--- src/rtl/dp_alu_pkg.sv ---
package dp_alu_pkg;

  typedef enum logic [3:0] {
    OP_AND = 4'd0,  OP_EOR = 4'd1,  OP_SUB = 4'd2,  OP_RSB = 4'd3,
    OP_ADD = 4'd4,  OP_ADC = 4'd5,  OP_SBC = 4'd6,  OP_RSC = 4'd7,
    OP_TST = 4'd8,  OP_TEQ = 4'd9,  OP_CMP = 4'd10, OP_CMN = 4'd11,
    OP_ORR = 4'd12, OP_MOV = 4'd13, OP_BIC = 4'd14, OP_MVN = 4'd15
  } dp_op_e;

  typedef enum logic [3:0] {
    CC_EQ = 4'd0,  CC_NE = 4'd1,  CC_CS = 4'd2,  CC_CC = 4'd3,
    CC_MI = 4'd4,  CC_PL = 4'd5,  CC_VS = 4'd6,  CC_VC = 4'd7,
    CC_HI = 4'd8,  CC_LS = 4'd9,  CC_GE = 4'd10, CC_LT = 4'd11,
    CC_GT = 4'd12, CC_LE = 4'd13, CC_AL = 4'd14, CC_NV = 4'd15
  } dp_cond_e;

  typedef struct packed {
    logic n;
    logic z;
    logic c;
    logic v;
  } dp_flags_t;

  function automatic logic op_is_compare(dp_op_e op);
    return (op inside {OP_TST, OP_TEQ, OP_CMP, OP_CMN});
  endfunction

  function automatic logic op_is_arith(dp_op_e op);
    return (op inside {OP_SUB, OP_RSB, OP_ADD, OP_ADC,
                       OP_SBC, OP_RSC, OP_CMP, OP_CMN});
  endfunction

endpackage

--- src/rtl/dp_cond_eval.sv ---
module dp_cond_eval
  import dp_alu_pkg::*;
(
  input  dp_flags_t flg,
  input  dp_cond_e  cc,
  output logic      pass
);

  logic sgn_eq;
  assign sgn_eq = (flg.n == flg.v);

  always_comb begin
    unique case (cc)
      CC_EQ:   pass = flg.z;
      CC_NE:   pass = !flg.z;
      CC_CS:   pass = flg.c;
      CC_CC:   pass = !flg.c;
      CC_MI:   pass = flg.n;
      CC_PL:   pass = !flg.n;
      CC_VS:   pass = flg.v;
      CC_VC:   pass = !flg.v;
      CC_HI:   pass = flg.c && !flg.z;
      CC_LS:   pass = !flg.c || flg.z;
      CC_GE:   pass = sgn_eq;
      CC_LT:   pass = !sgn_eq;
      CC_GT:   pass = !flg.z && sgn_eq;
      CC_LE:   pass = flg.z || !sgn_eq;
      CC_AL:   pass = 1'b1;
      default: pass = 1'b0;
    endcase
  end

endmodule

--- src/rtl/dp_arith.sv ---
module dp_arith
  import dp_alu_pkg::*;
#(
  parameter int W = 32
) (
  input  logic [W-1:0] a,
  input  logic [W-1:0] b,
  input  logic         c_in,
  input  dp_op_e       op,
  output logic [W-1:0] sum,
  output logic         c_out,
  output logic         ovf
);

  localparam int MSB = W - 1;

  logic [W-1:0] x_opnd;
  logic [W-1:0] y_opnd;
  logic         cin;
  logic [W:0]   wide;

  // One shared adder: swap for reverse forms, invert for subtract forms.
  always_comb begin
    x_opnd = a;
    y_opnd = b;
    cin    = 1'b0;
    unique case (op)
      OP_ADD, OP_CMN: cin = 1'b0;
      OP_ADC:         cin = c_in;
      OP_SUB, OP_CMP: begin y_opnd = ~b; cin = 1'b1; end
      OP_SBC:         begin y_opnd = ~b; cin = c_in; end
      OP_RSB:         begin x_opnd = b; y_opnd = ~a; cin = 1'b1; end
      OP_RSC:         begin x_opnd = b; y_opnd = ~a; cin = c_in; end
      default:        cin = 1'b0;
    endcase
  end

  assign wide  = {1'b0, x_opnd} + {1'b0, y_opnd} + {{W{1'b0}}, cin};
  assign sum   = wide[W-1:0];
  assign c_out = wide[W];
  assign ovf   = (x_opnd[MSB] == y_opnd[MSB]) && (sum[MSB] != x_opnd[MSB]);

endmodule

--- src/rtl/dp_logic.sv ---
module dp_logic
  import dp_alu_pkg::*;
#(
  parameter int W = 32
) (
  input  logic [W-1:0] a,
  input  logic [W-1:0] b,
  input  dp_op_e       op,
  output logic [W-1:0] y
);

  always_comb begin
    unique case (op)
      OP_AND, OP_TST: y = a & b;
      OP_EOR, OP_TEQ: y = a ^ b;
      OP_ORR:         y = a | b;
      OP_BIC:         y = a & ~b;
      OP_MOV:         y = b;
      OP_MVN:         y = ~b;
      default:        y = '0;
    endcase
  end

endmodule

--- src/rtl/dp_exec_unit.sv ---
module dp_exec_unit
  import dp_alu_pkg::*;
#(
  parameter int W = 32
) (
  input  logic [W-1:0] opnd_a,
  input  logic [W-1:0] opnd_b,
  input  logic         shift_carry,
  input  logic [3:0]   flags_in,
  input  logic [3:0]   opcode,
  input  logic         set_flags,
  input  logic [3:0]   cond_code,
  output logic [W-1:0] result,
  output logic [3:0]   flags_out,
  output logic         result_we,
  output logic         cond_pass
);

  localparam int MSB = W - 1;

  dp_op_e    op;
  dp_cond_e  cc;
  dp_flags_t cur;
  dp_flags_t nxt;
  logic [W-1:0] arith_y;
  logic [W-1:0] logic_y;
  logic         arith_c;
  logic         arith_v;
  logic         is_cmp;
  logic         is_arith;
  logic         pass;
  logic         upd;

  assign op  = dp_op_e'(opcode);
  assign cc  = dp_cond_e'(cond_code);
  assign cur = dp_flags_t'(flags_in);

  dp_cond_eval u_cond (
    .flg  (cur),
    .cc   (cc),
    .pass (pass)
  );

  dp_arith #(.W(W)) u_arith (
    .a     (opnd_a),
    .b     (opnd_b),
    .c_in  (cur.c),
    .op    (op),
    .sum   (arith_y),
    .c_out (arith_c),
    .ovf   (arith_v)
  );

  dp_logic #(.W(W)) u_logic (
    .a  (opnd_a),
    .b  (opnd_b),
    .op (op),
    .y  (logic_y)
  );

  assign is_cmp   = op_is_compare(op);
  assign is_arith = op_is_arith(op);
  assign upd      = pass && (set_flags || is_cmp);

  always_comb begin
    result = is_arith ? arith_y : logic_y;
    nxt    = cur;
    if (upd) begin
      nxt.n = result[MSB];
      nxt.z = (result == '0);
      nxt.c = is_arith ? arith_c : shift_carry;
      nxt.v = is_arith ? arith_v : cur.v;
    end
  end

  assign flags_out = nxt;
  assign result_we = pass && !is_cmp;
  assign cond_pass = pass;

endmodule

--- config.mk ---
export PLATFORM = sky130hd
export DESIGN_NAME = dp_exec_unit
export DESIGN_NICKNAME = d
export VERILOG_FILES = /design/src/rtl/dp_alu_pkg.sv /design/src/rtl/dp_cond_eval.sv /design/src/rtl/dp_arith.sv /design/src/rtl/dp_logic.sv /design/src/rtl/dp_exec_unit.sv
export SDC_FILE = /design/constraint.sdc
export NUM_CORES = 1
export LEC_CHECK = 0
export ABC_AREA = 1
export BUFFER_PORTS_ARGS = -buffer_cell sky130_fd_sc_hd__buf_4
export CAP_MARGIN = 0
export CELL_PAD_IN_SITES_DETAIL_PLACEMENT = 1
export CELL_PAD_IN_SITES_GLOBAL_PLACEMENT = 1
export CORE_MARGIN = 3
export CORE_UTILIZATION = 39
export DETAILED_ROUTE_END_ITERATION = 7
export PLACE_DENSITY_LB_ADDON = 0.1
export REMOVE_ABC_BUFFERS = 1
export SLEW_MARGIN = 20
export SYNTH_ARGS = -nofsm -noshare
export SYNTH_HDL_FRONTEND = slang
export SYNTH_HIERARCHICAL = 1
export SYNTH_SLANG_ARGS = --single-unit
--- constraint.sdc ---
create_clock -name vclk -period 5
set_input_delay 1 -clock vclk [all_inputs]
set_output_delay 1 -clock vclk [all_outputs]
set_load 0.02 [all_outputs]
==> results of run 1 <==
logic make-up after synthesis:
kind of cell	Yosys count	share of synthesized area
mux	2	0.00305
xor+xnor	18	0.0237
buf+inv	296	0.172
fa+ha+maj	65	0.119
compound gates	201	0.172
simple gates	857	0.511
synth_stat cells, drive strengths merged:
library cell	instances	share of area
a211o	1	0.0013
a21boi	1	0.0011
a21o	3	0.0032
a21oi	105	0.075
a31o	31	0.039
a31oi	2	0.0018
buf	35	0.029
clkbuf	29	0.018
clkinv	2	0.0011
fa	2	0.0057
ha	63	0.11
inv	230	0.12
mux2	1	0.0016
mux2i	1	0.0014
nand2	606	0.33
nand3	108	0.077
nand3b	8	0.0086
nand4	39	0.035
nor2	81	0.045
nor3	13	0.0093
o211ai	1	0.0011
o21ai	20	0.015
o21bai	5	0.0054
o22ai	32	0.029
or2	2	0.0018
xnor2	2	0.0025
xor2	16	0.021
per-stage QoR:
stage	hold slack [ns]	setup TNS, ns	cells
2_1_floorplan	2.17	-25.82	1375
3_3_place_gp	2.37	-0.399	1887
3_5_place_dp	2.37	-0.580	1887
4_1_cts	2.36	-0.0977	1914
timing repair:
item / CTS
setup buffers: 20
endpoints found under the setup margin: 4
resized for setup: 201
cloned: 7
pin swaps: 77
==> Implementation_results.wiki, run 1 <==
{| class="wikitable"
! Metric !! Value
|-
| Placer Congestion || 0.971
|-
| Run status || stopped before the end
|-
| Die width || 140 um
|-
| Terminating stage of the flow || global routing (5_1_grt)
|-
| Initial antenna violation count || 3
|-
| I/O pin count || around 120
|-
| Mapped Cells || 1439
|-
| Setup Slack @ Placement || -0.541 ns
|-
| Worst endpoint after global-route timing repair || flags_out[2]
|-
| Count of hold buffers inserted by post-cts repair || 0
|-
| Synth Warn # || 6
|-
| Number of placement rows || 48
|-
| Kind of the worst endpoint || primary output
|-
| Post-DP HPWL || 26500 um
|-
| Effective utilization at floorplan || 0.401
|-
| Largest net degree at the start of global routing || 34
|-
| Port Buffer Count || 116
|-
| Area of placed instances || a little over 9000 um2
|-
| Post-synthesis sequential area ratio || 0
|-
| Post-synthesis instance area || about 7000 um2
|-
| First error in the log || [ERROR DPL-0033] detailed placement checks failed during check placement.
|-
| Library cells used by synthesis || 38
|-
| Y dimension of the die || 140 um
|-
| Post-synthesis average cell area || 4.85 um2
|}
==> inputs of run 2 (changes only) <==
--- a/config.mk
+++ b/config.mk
@@ -8,12 +8,10 @@
 export ABC_AREA = 1
 export BUFFER_PORTS_ARGS = -buffer_cell sky130_fd_sc_hd__buf_4
 export CAP_MARGIN = 0
-export CELL_PAD_IN_SITES_DETAIL_PLACEMENT = 1
-export CELL_PAD_IN_SITES_GLOBAL_PLACEMENT = 1
 export CORE_MARGIN = 3
-export CORE_UTILIZATION = 39
+export CORE_UTILIZATION = 40
 export DETAILED_ROUTE_END_ITERATION = 7
-export PLACE_DENSITY_LB_ADDON = 0.1
+export PLACE_DENSITY_LB_ADDON = 0.15
 export REMOVE_ABC_BUFFERS = 1
 export SLEW_MARGIN = 20
 export SYNTH_ARGS = -nofsm -noshare
==> Implementation_results.wiki, run 2 <==
{| class="wikitable"
! Metric !! Value
|-
| Worst-case vdd ir drop || 0.114 mV
|-
| Time the worst path needs with I/O delays and setup || 5.19 ns
|-
| Launching element type of the critical path || input port
|-
| Peak fanout along the critical path || 11
|-
| Routed length per placed instance || around 16 um
|-
| Clock network power share || 0
|-
| Post-synthesis sequential area ratio || 0
|-
| Area growth from synthesis to layout || 58.3%
|-
| Most frequently used cell type in the post-synthesis netlist || sky130_fd_sc_hd__nand2_1
|-
| WHS Path Cells || 4
|-
| Effective utilization at floorplan || 0.415
|-
| Post-DRT Antenna Nets || 0
|-
| Via count of the first global-routing pass || 9296
|-
| Count of hold buffers inserted by post-cts repair || 0
|-
| Area inside the core boundary || around 17000 um2
|-
| Run status || finished with violations
|-
| Met1 routing resource usage after global routing || 0.380
|-
| Setup violations, final || 3
|-
| Mapped Cells || 1439
|-
| Area fraction of the dominant cell type after synthesis || 0.317
|-
| Die width || 138 um
|-
| Clock buffer count || 0
|-
| Number of pins with negative max-slew slack in the final report || 0
|-
| Library cells used by synthesis || 38
|-
| FF/Latch Area || 0 um2
|-
| Unrepaired setup endpoints after global routing || true
|-
| Post-synthesis instance area || 6980 um2
|-
| Power density relative to cell area || 173 nW/um2
|-
| Net total in the final layout || 1847
|-
| Relative contribution of combinational cells to total power || 1.000
|-
| Number of placement rows || 47
|-
| Classification of the worst-slack hold path || input port to primary output
|-
| Required time at the worst-slack endpoint || 4.00 ns
|-
| Port Buffer Count || 116
|-
| Top cell by count, worst path || sky130_fd_sc_hd__nand2_1
|-
| Global route total overflow || 0
|-
| Fmax || 0.193 GHz
|-
| Switching fraction of total power || 0.548
|-
| Worst-margin pin slew || 0.566 ns
|-
| Pre-Repair DR Iteration Count || 5
|-
| Count of inserted antenna diode cells || 0
|-
| Leading area contributor after synthesis || sky130_fd_sc_hd__nand2_1
|-
| Initial antenna violation count || 0
|-
| Worst slew margin || 0.621
|-
| P_leak || 6.27 nW
|-
| Residual DRC || 0
|-
| I/O pin count || between 100 and 150
|-
| Final Worst Setup Slack || -0.190 ns
|-
| CP endpoint kind || primary output
|-
| Post-synthesis average cell area || 4.85 um2
|-
| Fraction of power consumed by sequential logic || 0
|-
| Global router's overall resource usage || 0.283
|-
| Number of maximum-capacitance constraint violations || 0
|-
| Master of the slowest instance on the critical path || sky130_fd_sc_hd__ha_4
|-
| Non-filler cells, final || 1922
|-
| Sequential cells || 0
|-
| Number of instances in the placed design || 1866
|-
| Layer with the highest usage || met2
|-
| Most frequent cells in the layout || sky130_fd_sc_hd__nand2_1, sky130_fd_sc_hd__buf_4, sky130_fd_sc_hd__inv_1, sky130_fd_sc_hd__nand3_1, sky130_fd_sc_hd__a21oi_1
|-
| Synth Warn # || 6
|-
| Setup Slack @ Placement || -0.489 ns
|-
| Hold slack || 2.36 ns
|-
| Met2 GRT Util || 0.474
|-
| Routed via count divided by cell count || 5.50
|-
| Fraction of final layout cells sized beyond drive strength 1 || 0.352
|-
| Number of failing hold endpoints at the final stage || 0
|-
| Detailed-route via count || 10600
|-
| WS Path Type || input port to primary output
|-
| Y dimension of the die || 138 um
|-
| Largest net degree at the start of global routing || 65
|-
| Leading cell type in the layout, fill and taps excluded || sky130_fd_sc_hd__nand2_1
|-
| Full die area || 19100 um2
|-
| Placer Congestion || 1.03
|-
| GR Layer Usage met3 || 0.0266
|-
| Total internal power || 866 uW
|-
| Power dissipated by switching net loads || approximately 1.1 mW
|-
| List of most frequent post-synthesis cells || sky130_fd_sc_hd__nand2_1, sky130_fd_sc_hd__inv_1, sky130_fd_sc_hd__nand3_1
|-
| Arrival time worst endpoint || 4.19 ns
|-
| Share of the clock period used by the worst path || 1.04
|-
| Aggregate routed wire length || approximately 31000 um
|-
| Wire length of the first global-routing pass || 46200 um
|-
| Post-DP HPWL || 21700 um
|-
| Synth top area cells || sky130_fd_sc_hd__nand2_1, sky130_fd_sc_hd__inv_1, sky130_fd_sc_hd__ha_1, sky130_fd_sc_hd__nand3_1, sky130_fd_sc_hd__a21oi_1
|-
| CP peak stage delay || 0.33 ns
|-
| Failing checks || negative setup slack
|-
| Number of design-rule violations left by the first detailed-router iteration || 1000
|}
## run 2: cell counts after synthesis
Identical to the previous run, type by type.
## run 2: critical path, delay by kind of cell
kind                     cells  cell delay [ns]
AND/OR/NAND/NOR             16             1.48
adder cells (fa/ha/maj)      1             0.33
AO/OA/AOI/OAI                3             0.46
buffers and inverters        8             0.87
## run 2: worst paths after layout
path / start / end / slack (ns)
max: opcode[0] / flags_out[2] / -0.19
min: flags_in[2] / flags_out[2] / 2.36
## run 2: layer usage
layer	vias up	wire length [um]
met3	106	2670
met1	4806	12800
met2	524	14600
met5	-	0
met4	0	1440
li1	5135	-
## run 2: cells by family (layout without fill, tap and decap cells)
| group | after synthesis | in the layout | synth area share |
|---|---|---|---|
| fa+ha+maj | 65 | 65 | 0.119 |
| compound gates | 201 | 201 | 0.172 |
| mux | 2 | 2 | 0.00305 |
| xor+xnor | 18 | 18 | 0.0237 |
| buf+inv | 296 | 558 | 0.172 |
| simple gates | 857 | 858 | 0.511 |
## run 2: per-stage QoR
step	cell area, um2	setup TNS, ns	util	power (mW)
6_report	11000	-0.294	0.657	1.92
5_1_grt	11000	-1.02	0.657	2.05
4_1_cts	10200	0	0.606	1.68
3_5_place_dp	9050	-0.588	0.538	1.45
3_3_place_gp	9050	-0.588	0.538	1.44
2_1_floorplan	6650	-25.82	-	0.782
## run 2: timing repair
action	4_1_cts	5_1_grt
pin swaps	64	86
gates resized for setup	180	171
buffers inserted	28	21
endpoints found under the setup margin	3	9
cloned	6	1
## run 2: cell type report
cell class	instances	area [um2]
multi-input combinational	1144	7060
tap	220	275
fill	1532	5770
timing repair buffer	326	2810
inverter	232	901
## run 2: power groups by stage
| stage | registers, mW | clock network [mW] | logic [mW] |
|---|---|---|---|
| after global routing | 0 | 0 | 2.05 |
| after detailed placement | 0 | 0 | 1.45 |
| after CTS | 0 | 0 | 1.68 |
| after floorplan | 0 | 0 | 0.782 |
| after global placement | 0 | 0 | 1.44 |
| final | 0 | 0 | 1.92 |
Note: power is estimated with default switching activity, not from simulation.
